<file path="config.mk">
export PLATFORM = sky130hd
export DESIGN_NAME = uart_chan_regs
export DESIGN_NICKNAME = d
export VERILOG_FILES = /design/src/rtl/uchr_pkg.sv /design/src/rtl/uchr_addr_dec.sv /design/src/rtl/uchr_mode_regs.sv /design/src/rtl/uchr_cmd.sv /design/src/rtl/uchr_status.sv /design/src/rtl/uart_chan_regs.sv
export SDC_FILE = /design/constraint.sdc
export NUM_CORES = 1
export LEC_CHECK = 0
export BUFFER_PORTS_ARGS = -buffer_cell sky130_fd_sc_hd__buf_2
export CAP_MARGIN = 10
export CELL_PAD_IN_SITES_DETAIL_PLACEMENT = 1
export CELL_PAD_IN_SITES_GLOBAL_PLACEMENT = 1
export CORE_MARGIN = 10
export CORE_UTILIZATION = 45
export DETAILED_ROUTE_END_ITERATION = 6
export GPL_TIMING_DRIVEN = 0
export PLACE_DENSITY_LB_ADDON = 0.1
export SLEW_MARGIN = 10
export SYNTH_ARGS = -nofsm -noshare
export SYNTH_HDL_FRONTEND = slang
export SYNTH_HIERARCHICAL = 1
export SYNTH_SLANG_ARGS = --single-unit
export TNS_END_PERCENT = 100
</file>
<file path="constraint.sdc">
create_clock -name clk -period 3.03 [get_ports clk]
set_clock_uncertainty 0.1 [all_clocks]
set_input_delay 0.606 -clock clk [delete_from_list [all_inputs] [get_ports clk]]
set_output_delay 0.606 -clock clk [all_outputs]
set_load 0.02 [all_outputs]
</file>
<file path="src/rtl/uchr_pkg.sv">
package uchr_pkg;

  localparam logic [7:0] OFS_MODE = 8'h00;
  localparam logic [7:0] OFS_STAT = 8'h04;
  localparam logic [7:0] OFS_CMD  = 8'h08;
  localparam logic [7:0] OFS_DATA = 8'h0C;

  localparam logic [2:0] CMD_PTR_RST = 3'd1;
  localparam logic [2:0] CMD_RX_RST  = 3'd2;
  localparam logic [2:0] CMD_TX_RST  = 3'd3;
  localparam logic [2:0] CMD_BRK_ON  = 3'd6;
  localparam logic [2:0] CMD_BRK_OFF = 3'd7;

  localparam logic [7:0] MR1_RST = 8'h13;
  localparam logic [7:0] MR2_RST = 8'h07;
  localparam logic [7:0] CSR_RST = 8'hBB;

  typedef struct packed {
    logic [1:0] len_code;
    logic       par_on;
    logic       par_odd;
    logic       stop2;
  } frame_cfg_t;

  function automatic frame_cfg_t decode_frame(input logic [7:0] m1, input logic [7:0] m2);
    frame_cfg_t c;
    c.len_code = m1[1:0];
    c.par_on   = (m1[4:3] == 2'b00);
    c.par_odd  = m1[2];
    c.stop2    = m2[3];
    return c;
  endfunction

  function automatic logic [3:0] frame_bits(input frame_cfg_t c);
    return 4'd1 + 4'd5 + {2'b00, c.len_code} + {3'b000, c.par_on}
         + 4'd1 + {3'b000, c.stop2};
  endfunction

  function automatic logic enable_next(input logic cur, input logic on_b,
                                       input logic off_b, input logic rst_b);
    if (off_b)      return 1'b0;
    else if (on_b)  return 1'b1;
    else if (rst_b) return 1'b0;
    else            return cur;
  endfunction

  function automatic logic [7:0] pack_status(input logic brk, input logic fe,
                                             input logic pe, input logic ovr,
                                             input logic temt, input logic txrdy,
                                             input logic rxrdy);
    return {brk, fe, pe, ovr, temt, txrdy, 1'b0, rxrdy};
  endfunction

endpackage

</file>
<file path="src/rtl/uchr_addr_dec.sv">
module uchr_addr_dec
  import uchr_pkg::*;
#(
  parameter int ADDR_W     = 6,
  parameter int STRIDE_LG2 = 5,
  parameter int CHAN_IDX   = 0
) (
  input  logic              bus_wr,
  input  logic              bus_rd,
  input  logic [ADDR_W-1:0] bus_addr,
  output logic              chan_hit,
  output logic              mode_wr,
  output logic              csr_wr,
  output logic              cmd_wr,
  output logic              thr_wr,
  output logic              mode_rd,
  output logic              sr_rd,
  output logic              rhr_rd
);
  localparam int SEL_W = ADDR_W - STRIDE_LG2;
  localparam logic [SEL_W-1:0] MY_SEL = SEL_W'(CHAN_IDX);

  logic [7:0] ofs;

  assign ofs      = 8'(bus_addr[STRIDE_LG2-1:0]);
  assign chan_hit = (bus_addr[ADDR_W-1:STRIDE_LG2] == MY_SEL);

  assign mode_wr = bus_wr && chan_hit && (ofs == OFS_MODE);
  assign csr_wr  = bus_wr && chan_hit && (ofs == OFS_STAT);
  assign cmd_wr  = bus_wr && chan_hit && (ofs == OFS_CMD);
  assign thr_wr  = bus_wr && chan_hit && (ofs == OFS_DATA);
  assign mode_rd = bus_rd && chan_hit && (ofs == OFS_MODE);
  assign sr_rd   = bus_rd && chan_hit && (ofs == OFS_STAT);
  assign rhr_rd  = bus_rd && chan_hit && (ofs == OFS_DATA);

  always_comb begin
    AST_ONE_WR_STROBE: assert ($onehot0({mode_wr, csr_wr, cmd_wr, thr_wr}));
  end
endmodule

</file>
<file path="src/rtl/uchr_mode_regs.sv">
module uchr_mode_regs
  import uchr_pkg::*;
(
  input  logic       clk,
  input  logic       rst_n,
  input  logic       mode_wr,
  input  logic       csr_wr,
  input  logic       ptr_rst,
  input  logic [7:0] wdata,
  output logic [7:0] mr1,
  output logic [7:0] mr2,
  output logic [7:0] csr,
  output logic       ptr_at_mr2,
  output frame_cfg_t cfg
);
  always_ff @(posedge clk or negedge rst_n) begin
    if (!rst_n) begin
      mr1        <= MR1_RST;
      mr2        <= MR2_RST;
      csr        <= CSR_RST;
      ptr_at_mr2 <= 1'b0;
    end else begin
      if (ptr_rst) ptr_at_mr2 <= 1'b0;
      if (mode_wr) begin
        if (ptr_at_mr2) mr2 <= wdata;
        else            mr1 <= wdata;
        ptr_at_mr2 <= 1'b1;
      end
      if (csr_wr) csr <= wdata;
    end
  end

  assign cfg = decode_frame(mr1, mr2);

  AST_PTR_ADVANCE: assert property (@(posedge clk) disable iff (!rst_n)
    mode_wr && !ptr_at_mr2 |=> ptr_at_mr2);
  AST_PTR_RETURN: assert property (@(posedge clk) disable iff (!rst_n)
    ptr_rst && !mode_wr |=> !ptr_at_mr2);
  AST_MR1_LOAD: assert property (@(posedge clk) disable iff (!rst_n)
    mode_wr && !ptr_at_mr2 |=> mr1 == $past(wdata) && $stable(mr2));
  AST_MR2_LOAD: assert property (@(posedge clk) disable iff (!rst_n)
    mode_wr && ptr_at_mr2 |=> mr2 == $past(wdata) && $stable(mr1));
endmodule

</file>
<file path="src/rtl/uchr_cmd.sv">
module uchr_cmd
  import uchr_pkg::*;
(
  input  logic       clk,
  input  logic       rst_n,
  input  logic       cmd_wr,
  input  logic [7:0] wdata,
  output logic       ptr_rst_ev,
  output logic       rx_rst_ev,
  output logic       tx_rst_ev,
  output logic       rx_en,
  output logic       tx_en,
  output logic       brk_on,
  output logic       rx_rst_pulse,
  output logic       tx_rst_pulse
);
  logic [2:0] code;
  logic       brk_set_ev;
  logic       brk_clr_ev;

  assign code       = wdata[6:4];
  assign ptr_rst_ev = cmd_wr && (code == CMD_PTR_RST);
  assign rx_rst_ev  = cmd_wr && (code == CMD_RX_RST);
  assign tx_rst_ev  = cmd_wr && (code == CMD_TX_RST);
  assign brk_set_ev = cmd_wr && (code == CMD_BRK_ON);
  assign brk_clr_ev = cmd_wr && (code == CMD_BRK_OFF);

  always_ff @(posedge clk or negedge rst_n) begin
    if (!rst_n) begin
      rx_en        <= 1'b0;
      tx_en        <= 1'b0;
      brk_on       <= 1'b0;
      rx_rst_pulse <= 1'b0;
      tx_rst_pulse <= 1'b0;
    end else begin
      rx_rst_pulse <= rx_rst_ev;
      tx_rst_pulse <= tx_rst_ev;
      if (cmd_wr) begin
        rx_en <= enable_next(rx_en, wdata[0], wdata[1], rx_rst_ev);
        tx_en <= enable_next(tx_en, wdata[2], wdata[3], tx_rst_ev);
      end
      if (brk_clr_ev || tx_rst_ev) brk_on <= 1'b0;
      else if (brk_set_ev)         brk_on <= 1'b1;
    end
  end

  AST_RX_OFF_WINS: assert property (@(posedge clk) disable iff (!rst_n)
    cmd_wr && wdata[1] |=> !rx_en);
  AST_TX_ON: assert property (@(posedge clk) disable iff (!rst_n)
    cmd_wr && wdata[2] && !wdata[3] |=> tx_en);
  AST_BRK_RAISE: assert property (@(posedge clk) disable iff (!rst_n)
    brk_set_ev |=> brk_on);
  AST_TXRST_ENDS_BRK: assert property (@(posedge clk) disable iff (!rst_n)
    tx_rst_ev |=> !brk_on && tx_rst_pulse);
  AST_RXRST_PULSE: assert property (@(posedge clk) disable iff (!rst_n)
    rx_rst_ev |=> rx_rst_pulse);
endmodule

</file>
<file path="src/rtl/uchr_status.sv">
module uchr_status
  import uchr_pkg::*;
(
  input  logic       clk,
  input  logic       rst_n,
  input  logic       rx_en,
  input  logic       rx_rst_ev,
  input  logic       tx_rst_ev,
  input  logic       rhr_rd,
  input  logic       thr_wr,
  input  logic [7:0] wdata,
  input  logic       rx_push,
  input  logic [7:0] rx_data,
  input  logic       rx_brk,
  input  logic       rx_fe,
  input  logic       rx_pe,
  input  logic       tx_take,
  input  logic       tx_idle,
  output logic [7:0] status,
  output logic [7:0] rhr,
  output logic [7:0] thr,
  output logic       tx_load
);
  logic rxrdy, txrdy, f_brk, f_fe, f_pe, f_ovr;
  logic push_ok;
  logic overrun_ev;

  assign push_ok    = rx_push && rx_en;
  assign overrun_ev = push_ok && rxrdy && !rhr_rd;

  always_ff @(posedge clk or negedge rst_n) begin
    if (!rst_n) begin
      rxrdy <= 1'b0; f_brk <= 1'b0; f_fe <= 1'b0; f_pe <= 1'b0; f_ovr <= 1'b0;
      rhr   <= 8'h00;
    end else if (rx_rst_ev) begin
      rxrdy <= 1'b0; f_brk <= 1'b0; f_fe <= 1'b0; f_pe <= 1'b0; f_ovr <= 1'b0;
    end else if (push_ok) begin
      rhr   <= rx_data;
      rxrdy <= 1'b1;
      f_brk <= rx_brk;
      f_fe  <= rx_fe;
      f_pe  <= rx_pe;
      if (overrun_ev) f_ovr <= 1'b1;
    end else if (rhr_rd) begin
      rxrdy <= 1'b0;
      f_brk <= 1'b0;
      f_fe  <= 1'b0;
      f_pe  <= 1'b0;
    end
  end

  always_ff @(posedge clk or negedge rst_n) begin
    if (!rst_n) begin
      txrdy   <= 1'b1;
      thr     <= 8'h00;
      tx_load <= 1'b0;
    end else begin
      tx_load <= thr_wr;
      if (thr_wr) begin
        thr   <= wdata;
        txrdy <= 1'b0;
      end else if (tx_take || tx_rst_ev) begin
        txrdy <= 1'b1;
      end
    end
  end

  assign status = pack_status(f_brk, f_fe, f_pe, f_ovr, txrdy && tx_idle, txrdy, rxrdy);

  AST_RXRDY_SET: assert property (@(posedge clk) disable iff (!rst_n)
    rx_push && rx_en && !rx_rst_ev |=> rxrdy);
  AST_PUSH_IGNORED: assert property (@(posedge clk) disable iff (!rst_n)
    rx_push && !rx_en && !rxrdy |=> !rxrdy);
  AST_OVR_STICKY: assert property (@(posedge clk) disable iff (!rst_n)
    f_ovr && !rx_rst_ev |=> f_ovr);
  AST_TXRDY_DROP: assert property (@(posedge clk) disable iff (!rst_n)
    thr_wr |=> !txrdy && tx_load);
  AST_TXRST_READY: assert property (@(posedge clk) disable iff (!rst_n)
    tx_rst_ev && !thr_wr |=> txrdy);
  AST_RXRST_CLEAR: assert property (@(posedge clk) disable iff (!rst_n)
    rx_rst_ev |=> !rxrdy && !f_ovr && !f_brk && !f_fe && !f_pe);
endmodule

</file>
<file path="src/rtl/uart_chan_regs.sv">
module uart_chan_regs
  import uchr_pkg::*;
#(
  parameter int ADDR_W     = 6,
  parameter int STRIDE_LG2 = 5,
  parameter int CHAN_IDX   = 0
) (
  input  logic              clk,
  input  logic              rst_n,
  input  logic              bus_wr,
  input  logic              bus_rd,
  input  logic [ADDR_W-1:0] bus_addr,
  input  logic [7:0]        bus_wdata,
  output logic [7:0]        bus_rdata,
  output logic              core_rx_en,
  output logic              core_tx_en,
  output logic              core_rx_rst,
  output logic              core_tx_rst,
  output logic              core_brk,
  output logic [1:0]        core_len_code,
  output logic              core_par_on,
  output logic              core_par_odd,
  output logic              core_stop2,
  output logic [3:0]        core_frame_bits,
  output logic [3:0]        core_rx_baud,
  output logic [3:0]        core_tx_baud,
  output logic [7:0]        core_tx_data,
  output logic              core_tx_load,
  input  logic              core_tx_take,
  input  logic              core_tx_idle,
  input  logic              core_rx_push,
  input  logic [7:0]        core_rx_data,
  input  logic              core_rx_brk,
  input  logic              core_rx_fe,
  input  logic              core_rx_pe
);
  logic chan_hit, mode_wr, csr_wr, cmd_wr, thr_wr, mode_rd, sr_rd, rhr_rd;
  logic ptr_rst_ev, rx_rst_ev, tx_rst_ev, ptr_at_mr2;
  logic [7:0] mr1, mr2, csr, status, rhr;
  frame_cfg_t cfg;

  uchr_addr_dec #(.ADDR_W(ADDR_W), .STRIDE_LG2(STRIDE_LG2), .CHAN_IDX(CHAN_IDX)) i_dec (
    .bus_wr(bus_wr), .bus_rd(bus_rd), .bus_addr(bus_addr), .chan_hit(chan_hit),
    .mode_wr(mode_wr), .csr_wr(csr_wr), .cmd_wr(cmd_wr), .thr_wr(thr_wr),
    .mode_rd(mode_rd), .sr_rd(sr_rd), .rhr_rd(rhr_rd)
  );

  uchr_cmd i_cmd (
    .clk(clk), .rst_n(rst_n), .cmd_wr(cmd_wr), .wdata(bus_wdata),
    .ptr_rst_ev(ptr_rst_ev), .rx_rst_ev(rx_rst_ev), .tx_rst_ev(tx_rst_ev),
    .rx_en(core_rx_en), .tx_en(core_tx_en), .brk_on(core_brk),
    .rx_rst_pulse(core_rx_rst), .tx_rst_pulse(core_tx_rst)
  );

  uchr_mode_regs i_mode (
    .clk(clk), .rst_n(rst_n), .mode_wr(mode_wr), .csr_wr(csr_wr),
    .ptr_rst(ptr_rst_ev), .wdata(bus_wdata), .mr1(mr1), .mr2(mr2), .csr(csr),
    .ptr_at_mr2(ptr_at_mr2), .cfg(cfg)
  );

  uchr_status i_stat (
    .clk(clk), .rst_n(rst_n), .rx_en(core_rx_en), .rx_rst_ev(rx_rst_ev),
    .tx_rst_ev(tx_rst_ev), .rhr_rd(rhr_rd), .thr_wr(thr_wr), .wdata(bus_wdata),
    .rx_push(core_rx_push), .rx_data(core_rx_data), .rx_brk(core_rx_brk),
    .rx_fe(core_rx_fe), .rx_pe(core_rx_pe), .tx_take(core_tx_take),
    .tx_idle(core_tx_idle), .status(status), .rhr(rhr), .thr(core_tx_data),
    .tx_load(core_tx_load)
  );

  assign core_len_code   = cfg.len_code;
  assign core_par_on     = cfg.par_on;
  assign core_par_odd    = cfg.par_odd;
  assign core_stop2      = cfg.stop2;
  assign core_frame_bits = frame_bits(cfg);
  assign core_rx_baud    = csr[7:4];
  assign core_tx_baud    = csr[3:0];

  always_comb begin
    bus_rdata = 8'h00;
    if (mode_rd)     bus_rdata = ptr_at_mr2 ? mr2 : mr1;
    else if (sr_rd)  bus_rdata = status;
    else if (rhr_rd) bus_rdata = rhr;
  end

  AST_FOREIGN_QUIET: assert property (@(posedge clk) disable iff (!rst_n)
    bus_wr && !chan_hit |=> $stable(mr1) && $stable(mr2) && $stable(csr)
                            && $stable(core_rx_en) && $stable(core_tx_en));
  AST_FOREIGN_READ_ZERO: assert property (@(posedge clk) disable iff (!rst_n)
    bus_rd && !chan_hit |-> bus_rdata == 8'h00);
endmodule

</file>
Yosys cells after proc, flatten, opt, wreduce, memory -nomap -nowiden
Index checks and enable logic that the tools add are counted.
{"block": "totals", "reg_bits": 53, "output_inout_bits": 39, "elab_cells": 98}
{"block": "op_classes", "n_bitwise": 3, "n_reduce_logical": 37, "mux": 28, "n_eq_ne": 8, "addsub": 4}
{"op": "$mux W8", "count": 4}
{"op": "$mux W1", "count": 24}
{"op": "$logic_and A1 B1 Y1", "count": 18}
{"op": "$reduce_and A2 Y1", "count": 6}
{"op": "$eq A5 B4 Y1 const B", "count": 2}
{"op": "$reduce_bool A2 Y1", "count": 5}
{"op": "$reduce_bool A3 Y1", "count": 3}
{"op": "$add A4 B1 Y4", "count": 2}
{"op": "$logic_not A8 Y1", "count": 1}
{"op": "$eq A3 B2 Y1 const B", "count": 2}
{"op": "$eq A3 B3 Y1 const B", "count": 2}
{"op": "$eq A5 B3 Y1 const B", "count": 1}
{"op": "$add A3 B2 Y4 const A", "count": 1}
{"op": "$add A4 B1 Y4 const B", "count": 1}
{"op": "$eq A3 B1 Y1 const B", "count": 1}
{"op": "$not A1 Y1", "count": 3}
{"op": "$logic_not A2 Y1", "count": 1}
{"op": "$logic_or A1 B1 Y1", "count": 2}
{"op": "$logic_not A1 Y1", "count": 1}

Depth between registers and ports, before layout
Gate-level depths: netlist of the first run.
{"block": "depth", "ltp_word": 8, "mapped_depth": 7}

Modules after synthesis
Netlist of the first run, hierarchy kept.
{"module": "uchr_mode_regs", "seq_area_each_um2": 640.6, "area_per_inst_um2": 996.0, "cells_per_inst": 60, "n_inst": 1}
{"module": "uchr_status", "seq_area_each_um2": 576.8, "area_per_inst_um2": 963.4, "cells_per_inst": 67, "n_inst": 1}
{"module": "uart_chan_regs", "seq_area_each_um2": 0.0, "area_per_inst_um2": 430.4, "cells_per_inst": 50, "n_inst": 1}
{"module": "uchr_cmd", "seq_area_each_um2": 125.1, "area_per_inst_um2": 241.5, "cells_per_inst": 17, "n_inst": 1}
{"module": "uchr_addr_dec", "seq_area_each_um2": 0.0, "area_per_inst_um2": 87.6, "cells_per_inst": 14, "n_inst": 1}

Worst setup path after synthesis of the first run
Ideal clock, no wire load.
{"block": "synth_timing", "path_type": "input to output", "startpoint": "input bus_addr[1]", "endpoint": "output bus_rdata[0]", "t_arrival_ns": 2.051, "setup_slack_ns": 0.273, "required_time_ns": 2.324, "n_path_buf": 1, "cell_stages": 5, "path_cell_list": "or4b_4 -> nor2_1 -> buf_2 -> nand3b_1 -> a22oi_1"}
{"block": "synth_via", "elab_chain_len": 5, "word_cells_on_any_way": 9, "cone_classes": "eq/ne (2); mux (3); reduce/logical (4)"}
{"element": "from (decl)", "line": "uart_chan_regs.sv:12", "source": "input logic [ADDR_W-1:0] bus_addr,"}
{"element": "$eq A5 B4 Y1", "line": "uchr_addr_dec.sv:34", "source": "assign rhr_rd = bus_rd && chan_hit && (ofs == OFS_DATA);"}
{"element": "$logic_and A1 B1 Y1", "line": "uchr_addr_dec.sv:34"}
{"element": "named net rhr_rd", "line": "uart_chan_regs.sv:37", "source": "logic chan_hit, mode_wr, csr_wr, cmd_wr, thr_wr, mode_rd, sr_rd, rhr_rd;"}
{"element": "$mux W8", "line": "uart_chan_regs.sv:82", "source": "else if (rhr_rd) bus_rdata = rhr;"}
{"element": "$mux W8", "line": "uart_chan_regs.sv:81", "source": "else if (sr_rd) bus_rdata = status;"}
{"element": "$mux W8", "line": "uart_chan_regs.sv:80", "source": "if (mode_rd) bus_rdata = ptr_at_mr2 ? mr2 : mr1;"}
{"element": "to (decl)", "line": "uart_chan_regs.sv:14", "source": "output logic [7:0] bus_rdata,"}
The timed path passes the listed nets, and every way through them passes these cells.

Final worst setup path of the first run
{"block": "layout_timing", "startpoint": "input bus_addr[1]", "endpoint": "output bus_rdata[4]"}
Same word-level chain as after synthesis.

==> flow_summary.json, run 1 <==
{
  "core_area_sq_mm": 0.00589,
  "r2r_cells": 4,
  "max_stage_delay_ns": 0.59,
  "end_kind": "primary output",
  "fin_crit_sh_pct": 96.0,
  "overflow": 0,
  "hold_path_class": "primary input to async pin",
  "status": "completed",
  "port_buffers": 70,
  "antenna_found_initial": 0,
  "dpl_cell_area_sq_mm": 0.00316,
  "area_growth_pct": 21.2,
  "max_freq_ghz": 0.344,
  "grtUsageTotal_pct": 13.9,
  "cp.required_ns": 2.32,
  "rsz0062_at_grt": "no",
  "cp-endpoint": "bus_rdata[4]",
  "num-fill-cells": 649,
  "start_kind": "primary input",
  "clkSinkCount": 53,
  "r2r-end": "i_stat/rhr[0]",
  "final_antenna_net_count": 0,
  "first_global_vias": 2053,
  "initialDrtViolationCount": 41,
  "max_slew.worst_pin.slew_ns": 0.676,
  "yosysWarnings": 6,
  "worstReg2RegStart": "i_cmd/rx_en",
  "crit_cells": 7,
  "post_cts_buffers": 0,
  "netlist_instances": 207,
  "die_area_sq_mm": 0.00954,
  "netlist_area_sq_mm": 0.00272,
  "grt_pass1_wl_microns": 11100,
  "die_w_microns": 97.7,
  "design_area_sq_mm": 0.00329,
  "diodes": 0,
  "syn_nets": 244,
  "cp_common_cell": "buf_2",
  "crit_slowest_cell": "or4b_4",
  "drv_slew": 0,
  "routed-via-count": 1845,
  "clk_latency_ns": 0.30,
  "path_delay_family": "simple AND/OR/NAND/NOR gates",
  "hpwl_microns": 5160,
  "path_class": "primary input to primary output",
  "htree_levels": 2,
  "r2r_slack_ns": 1.52,
  "min_period_ns": 2.91,
  "path_clk_slew_ns": 0.10,
  "power_mw": 1.92,
  "setup_slack_ns": 0.122,
  "critPathLaunch": "bus_addr[1]",
  "drive_gt1_share_pct": 60.7,
  "arrival_ns": 2.20,
  "cts-buffers-inserted": 5,
  "cp_max_fo": 8,
  "final_hold_viol_count": 0,
  "path_cells": "buf_2 -> or4b_4 -> nor2_4 -> clkbuf_4 -> nand3b_1 -> a22oi_1 -> buf_2",
  "slew_headroom_pct": 55.0,
  "vdd_ir_drop_max_mv": 0.268,
  "row_count": 28,
  "routedWlPerCell_microns": 18.6,
  "io_pins": 71,
  "fin_tns_setup_ns": 0,
  "final_core_util_pct": 55.9,
  "die_y_microns": 97.7,
  "syn_area_per_cell_sq_um": 13.1,
  "cts_root_buf": "clkbuf_8",
  "path_buf_inv": 3,
  "max_cap_viol_count": 0,
  "wl_microns": 6680,
  "clockBufferDepth": 2,
  "grt_max_degree": 54,
  "via_per_inst": 5.13,
  "start_util_pct": 46.1,
  "cts_tree": "yes",
  "drc_errors": 0,
  "leakagePower_nw": 1.67,
  "setup_viol": 0,
  "first_pass_iters": 4,
  "nets": 321,
  "powerDensity_mw_per_mm2": 584,
  "gp_congestion": 0.701,
  "place_ws_ns": -0.0612
}
state kept, by name, summed over array words and instances, names as in the netlist, 8 cells and up:
signal      flops
i_stat/thr      8
i_mode/mr1      8
i_mode/mr2      8
i_stat/rhr      8
i_mode/csr      8
how the worst min path moves through the flow:
stage	start	end	slack [ns]	depth (start not counted)
2_1_floorplan	rst_n	i_cmd/brk_on	0.21	0
3_3_place_gp	i_stat/thr[7]	i_stat/thr[7]	0.39	1
3_5_place_dp	i_stat/thr[6]	i_stat/thr[6]	0.40	1
4_1_cts	i_stat/thr[6]	i_stat/thr[6]	0.42	1
5_1_grt	rst_n	i_stat/tx_load	0.27	1
6_report	rst_n	i_mode/mr1[5]	0.22	1
what timing repair did:
action / 4_1_cts / 5_1_grt
hold buffers: 0 / 0
resized for setup: 2 / 3
setup endpoints to repair: 7 / 4
layout by cell type, fill, tap and decap left out, types with 8 or more instances in the layout:
cell type,instances
mux2_4,8
mux2_2,32
nor2_1,8
mux2i_1,8
nand3b_1,13
buf_2,70
dfstp_2,13
dfrtp_1,40
a21oi_1,10
buf_4,14
report_power, final:
group          leakage (nW)  internal, mW  total [mW]  switching [mW]
Clock                0.0558         0.250       0.484           0.234
Sequential            0.662         0.841       0.921          0.0802
Combinational         0.954         0.261       0.515           0.254
Total                  1.67          1.35        1.92           0.568
layer usage:
metal  routed length [microns]  GRT usage [%]
met1                      2960           17.2
met2                      3390           23.4
met3                       306           3.77
met4                        32           3.02
met5                         0              0
metrics by stage:
step / hold slack (ns) / std cells
after floorplan: 0.210 / 207
after global placement: 0.386 / 352
after detailed placement: 0.395 / 352
after CTS: 0.420 / 360
after global routing: 0.272 / 360
final: 0.224 / 360
final cells by class:
cell class	instances	area, sq um	share of cell area [%]
buffer	20	159	4.83
clock buffer	6	72.6	2.21
clock inverter	2	38.8	1.18
inverter	6	22.5	0.684
multi-input combinational	128	1210	36.7
sequential	53	1340	40.8
tap	75	93.8	2.85
timing repair buffer	70	353	10.7
worst reg2reg max path, stage by stage (launching register included):
cell and delay, ns:
dfrtp_1 0.47, nand2_2 0.14, or2_1 0.24, buf_6 0.15
mux2_4 0.30
No activity file was read; power rests on OpenSTA's default activity.
==> run 2: changes to the inputs <==
--- a/config.mk
+++ b/config.mk
@@ -14,6 +14,7 @@
 export DETAILED_ROUTE_END_ITERATION = 6
 export GPL_TIMING_DRIVEN = 0
 export PLACE_DENSITY_LB_ADDON = 0.1
+export SETUP_SLACK_MARGIN = 0.4
 export SLEW_MARGIN = 10
 export SYNTH_ARGS = -nofsm -noshare
 export SYNTH_HDL_FRONTEND = slang
==> run 2 against run 1 <==
Clock power decreased by 9.7%. Sequential cell count unchanged. Utilization increased by 3.6 points. First-iteration DRC count decreased by 51%. Design area increased by 6.4%. Setup slack improved by 0.14 ns. Via count increased by 1.1%. Die area unchanged. Final cell count increased by 2.2%. Routed wire length about the same. Critical endpoint is now bus_rdata[3].
==> flow_summary.json, run 2 (synthesis gave the netlist of run 1 again) <==
{
  "first_global_vias": 2100,
  "row_count": 28,
  "final_hold_viol_count": 0,
  "io_pins": 71,
  "drc_errors": 0,
  "hold_path_class": "primary input to async pin",
  "crit_slowest_cell": "or4b_4",
  "grt_pass1_wl_microns": 11100,
  "path_delay_family": "simple AND/OR/NAND/NOR gates",
  "max_cap_viol_count": 0,
  "overflow": 0,
  "start_util_pct": 46.1,
  "stdcell_count": 368,
  "clk_latency_ns": 0.31,
  "clkSinkCount": 53,
  "grtUsageTotal_pct": 14.1,
  "wl_microns": 6690,
  "die_w_microns": 97.7,
  "arrival_ns": 2.06,
  "area_growth_pct": 28.9,
  "max_stage_delay_ns": 0.58,
  "routedLengthMet1_microns": 2880,
  "nets": 329,
  "antenna_found_initial": 0,
  "end_kind": "primary output",
  "drv_slew": 0,
  "wl_met3_microns": 362,
  "start_kind": "primary input",
  "clockBufferDepth": 2,
  "status": "completed",
  "gp_congestion": 0.728,
  "slew_headroom_pct": 54.5,
  "max_freq_ghz": 0.361,
  "first_pass_iters": 3,
  "via_per_inst": 5.07,
  "initialDrtViolationCount": 20,
  "cts_hold_buf": 0,
  "holdWs_ns": 0.220,
  "cp_max_fo": 8,
  "num-fill-cells": 627,
  "final_common_cell": "buf_2",
  "powerDensity_mw_per_mm2": 550,
  "grt_max_degree": 54,
  "wl_met2_microns": 3400,
  "die_area_sq_mm": 0.00954,
  "drive_gt1_share_pct": 66.6,
  "max_slew.worst_pin.slew_ns": 0.682,
  "diodes": 0,
  "r2r_slack_ns": 1.50,
  "hpwl_microns": 5000,
  "leakagePower_nw": 1.73,
  "placed_cells": 352,
  "dpl_cell_area_sq_mm": 0.00319,
  "path_cells": "buf_6 -> or4b_4 -> nor2_4 -> buf_6 -> nand3b_1 -> a22oi_2 -> buf_6",
  "cp_common_cell": "buf_6",
  "die_y_microns": 97.7,
  "path_clk_slew_ns": 0.10,
  "vdd_ir_drop_max_mv": 0.313,
  "routedWlPerCell_microns": 18.2,
  "highest_layer": "met4",
  "cts_tree": "yes",
  "cts_root_buf": "clkbuf_8",
  "final_antenna_net_count": 0,
  "core_area_sq_mm": 0.00589,
  "rsz0062_at_grt": "yes",
  "fin_crit_sh_pct": 91.4,
  "path_buf_inv": 3,
  "path_class": "primary input to primary output",
  "cp.required_ns": 2.32,
  "cts-buffers-inserted": 5,
  "routed-via-count": 1865,
  "most-common-layout-cells": "58 x buf_2, 40 x dfrtp_1, 32 x mux2_2, 21 x buf_4, 17 x buf_6",
  "fin_tns_setup_ns": 0,
  "power_mw": 1.93,
  "min_period_ns": 2.77,
  "port_buffers": 70,
  "design_area_sq_mm": 0.00350,
  "setup_viol": 0,
  "htree_levels": 2
}
run 2: cell count changes in the layout (fill, tap and decap cells not counted), moves of 2 or more:
| cell | before | now |
|---|---|---|
| buf_6 | 4 | 17 |
| buf_2 | 70 | 58 |
| buf_4 | 14 | 21 |
| a22oi_1 | 6 | 0 |
| a22oi_2 | 2 | 8 |
| ha_1 | 4 | 2 |
| ha_4 | 0 | 2 |
| inv_1 | 6 | 4 |
| inv_2 | 0 | 2 |
run 2: repair_timing:
item,4_1_cts,5_1_grt
cloned,0,0
endpoints found under the setup margin,10,10
setup buffers,7,1
gates resized for setup,35,3
pin swaps,15,5
run 2: layer usage:
metal,vias to the layer above,global-route usage (%)
li1,890,-
met1,931,16.5
met2,40,24.4
met3,4,4.20
met4,0,3.69
met5,-,0
run 2: cell type report:
type / count / area [sq um] / area share [%]
buffer: 20 / 170 / 4.86
clock buffer: 6 / 82.6 / 2.36
clock inverter: 2 / 17.5 / 0.500
inverter: 6 / 22.5 / 0.643
multi-input combinational: 128 / 1280 / 36.7
sequential: 53 / 1340 / 38.3
tap: 75 / 93.8 / 2.68
timing repair buffer: 78 / 488 / 13.9
run 2: path summary, 6_finish.rpt:
check / start / endpoint / depth (start not counted)
setup / recovery: bus_addr[4] / bus_rdata[3] / 7
hold / removal: rst_n / i_stat/rhr[6] / 1
setup reg to reg: i_cmd/rx_en / i_stat/rhr[1] / 4
hold reg to reg: i_stat/thr[1] / i_stat/thr[1] / 1
max in group asynchronous: rst_n / i_mode/mr1[3] / 1
min in group clk: i_stat/thr[1] / i_stat/thr[1] / 1
run 2: power breakdown:
part | internal (mW) | switching (mW)
logic | 0.302 | 0.269
clock network | 0.190 | 0.247
registers | 0.841 | 0.0780
total | 1.33 | 0.594
run 2: worst reg2reg max path: stages (launching register included):
cell     delay (ns)
dfrtp_1        0.48
nand2_2        0.14
or2_1          0.24
buf_6          0.15
mux2_4         0.30
run 2: per-stage QoR:
stage / setup WS, ns / utilization (%)
after floorplan: 0.393 / -
after global placement: 0.0298 / 54.3
after detailed placement: 0.0565 / 54.3
after CTS: 0.238 / 59.1
after global routing: 0.196 / 59.5
final: 0.261 / 59.5
==> run 3: changes to the inputs <==
--- a/config.mk
+++ b/config.mk
@@ -9,12 +9,12 @@
 export CAP_MARGIN = 10
 export CELL_PAD_IN_SITES_DETAIL_PLACEMENT = 1
 export CELL_PAD_IN_SITES_GLOBAL_PLACEMENT = 1
-export CORE_MARGIN = 10
+export CORE_MARGIN = 2
 export CORE_UTILIZATION = 45
 export DETAILED_ROUTE_END_ITERATION = 6
 export GPL_TIMING_DRIVEN = 0
 export PLACE_DENSITY_LB_ADDON = 0.1
-export SETUP_SLACK_MARGIN = 0.4
+export SETUP_SLACK_MARGIN = 0.1
 export SLEW_MARGIN = 10
 export SYNTH_ARGS = -nofsm -noshare
 export SYNTH_HDL_FRONTEND = slang
==> run 3 against run 2 <==
Combinational power decreased by 11%. Final cell count decreased by 2.2%. Non-clock buffer count is 8 lower. Critical endpoint is now bus_rdata[1].
==> flow_summary.json, run 3 (synthesis gave the netlist of run 1 again) <==
{
  "max_freq_ghz": 0.345,
  "start_util_pct": 46.1,
  "routedLengthMet1_microns": 2680,
  "grtUsageTotal_pct": 19.5,
  "htree_levels": 2,
  "antenna_found_initial": 0,
  "clockBufferDepth": 2,
  "grt_pass1_wl_microns": 9740,
  "clk_latency_ns": 0.31,
  "final_hold_viol_count": 0,
  "via_per_inst": 5.09,
  "io_pins": 71,
  "min_period_ns": 2.90,
  "die_area_sq_mm": 0.00667,
  "setup_slack_ns": 0.134,
  "clkSinkCount": 53,
  "final_antenna_net_count": 0,
  "status": "completed",
  "leakagePower_nw": 1.66,
  "hold_path_class": "primary input to async pin",
  "fin_crit_sh_pct": 95.6,
  "path_class": "primary input to primary output",
  "cp-endpoint": "bus_rdata[1]",
  "powerDensity_mw_per_mm2": 563,
  "drc_errors": 0,
  "final_common_cell": "buf_2",
  "overflow": 0,
  "critPathLaunch": "bus_addr[1]",
  "max_slew.worst_pin.slew_ns": 0.679,
  "cts-buffers-inserted": 5,
  "row_count": 28,
  "routedWlPerCell_microns": 17.0,
  "r2r_slack_ns": 1.49,
  "hpwl_microns": 4630,
  "diodes": 0,
  "die_w_microns": 81.7,
  "r2r-end": "i_stat/rhr[1]",
  "place_ws_ns": -0.0455,
  "core_area_sq_mm": 0.00589,
  "cts_tree": "yes",
  "highest_layer": "met4",
  "setup_viol": 0,
  "fin_tns_setup_ns": 0,
  "drive_gt1_share_pct": 61.1,
  "arrival_ns": 2.19,
  "slew_headroom_pct": 54.7,
  "cp.required_ns": 2.32,
  "wl_microns": 6110,
  "wl_met3_microns": 296,
  "die_y_microns": 81.7,
  "end_kind": "primary output",
  "rsz0062_at_grt": "yes",
  "start_kind": "primary input",
  "wl_met2_microns": 3120,
  "nets": 321,
  "vdd_ir_drop_max_mv": 0.248,
  "r2r_cells": 4,
  "cts_root_buf": "clkbuf_8",
  "cp_max_fo": 8,
  "grt_max_degree": 54,
  "area_growth_pct": 20.7,
  "routed-via-count": 1832,
  "worstReg2RegStart": "i_cmd/rx_en",
  "first_pass_iters": 4,
  "drv_slew": 0,
  "path_clk_slew_ns": 0.10,
  "initialDrtViolationCount": 34,
  "most-common-layout-cells": "68 x buf_2, 40 x dfrtp_1, 32 x mux2_2, 17 x buf_4",
  "gp_congestion": 0.733,
  "max_cap_viol_count": 0,
  "port_buffers": 70,
  "first_global_vias": 1991
}
[run 3: cell count changes in the layout (fill, tap and decap cells not counted), moves of 2 or more]
cell	previous run	this run
a22oi_1	0	6
a22oi_2	8	2
buf_2	58	68
buf_4	21	17
buf_6	17	4
ha_1	2	4
ha_4	2	0
inv_1	4	6
inv_2	2	0
[run 3: cell type report]
type                       count  area [sq um]
timing repair buffer          70           358
tap                           75          93.8
sequential                    53          1340
fill                         650          2610
multi-input combinational    128          1210
inverter                       6          22.5
buffer                        20           159
clock buffer                   5          68.8
clock inverter                 3          25.0
[run 3: report_power, final]
| group | switching, mW | internal (mW) | total, mW | leakage [nW] |
|---|---|---|---|---|
| combinational | 0.247 | 0.262 | 0.509 | 0.954 |
| clock | 0.249 | 0.167 | 0.417 | 0.0447 |
| sequential | 0.0794 | 0.841 | 0.921 | 0.662 |
| total | 0.575 | 1.27 | 1.85 | 1.66 |
[run 3: timing repair]
action,4_1_cts,5_1_grt
buffers inserted,0,0
hold buffers,0,0
setup endpoints to repair,8,8
pin swaps,0,0
gates resized for setup,3,4
[run 3: worst min-delay path by stage]
| stage | startpoint | end | cells past startpoint |
|---|---|---|---|
| 2_1_floorplan | rst_n | i_cmd/brk_on | 0 |
| 3_3_place_gp | i_stat/thr[5] | i_stat/thr[5] | 1 |
| 3_5_place_dp | i_stat/thr[3] | i_stat/thr[3] | 1 |
| 4_1_cts | core_tx_take | i_stat/txrdy | 3 |
| 5_1_grt | rst_n | i_mode/mr2[3] | 1 |
| 6_report | rst_n | i_stat/rhr[6] | 1 |
[run 3: worst max-delay path, stage by stage]
cell and delay, ns:
buf_2 0.10, or4b_4 0.59, nor2_4 0.18, buf_4 0.20, nand3b_1 0.10, a22oi_1 0.23
buf_4 0.18
[run 3: metal layers]
layer / vias to the layer above / GRT usage [%]
li1: 874 / -
met1: 912 / 25.0
met2: 44 / 33.5
met4: 0 / 4.50
met3: 2 / 4.73
met5: - / 0
[run 3: metrics by stage]
| stage | instance area [sq um] | hold WS [ns] | util, % | std cells | total power [mW] |
|---|---|---|---|---|---|
| final | 3280 | 0.225 | 55.7 | 360 | 1.85 |
| after global routing | 3280 | 0.266 | 55.7 | 360 | 1.96 |
| after CTS | 3260 | 0.416 | 55.4 | 360 | 1.87 |
| after detailed placement | 3160 | 0.392 | 53.7 | 352 | 1.45 |
| after global placement | 3160 | 0.386 | 53.7 | 352 | 1.42 |
| after floorplan | 2720 | 0.210 | - | 207 | 1.28 |
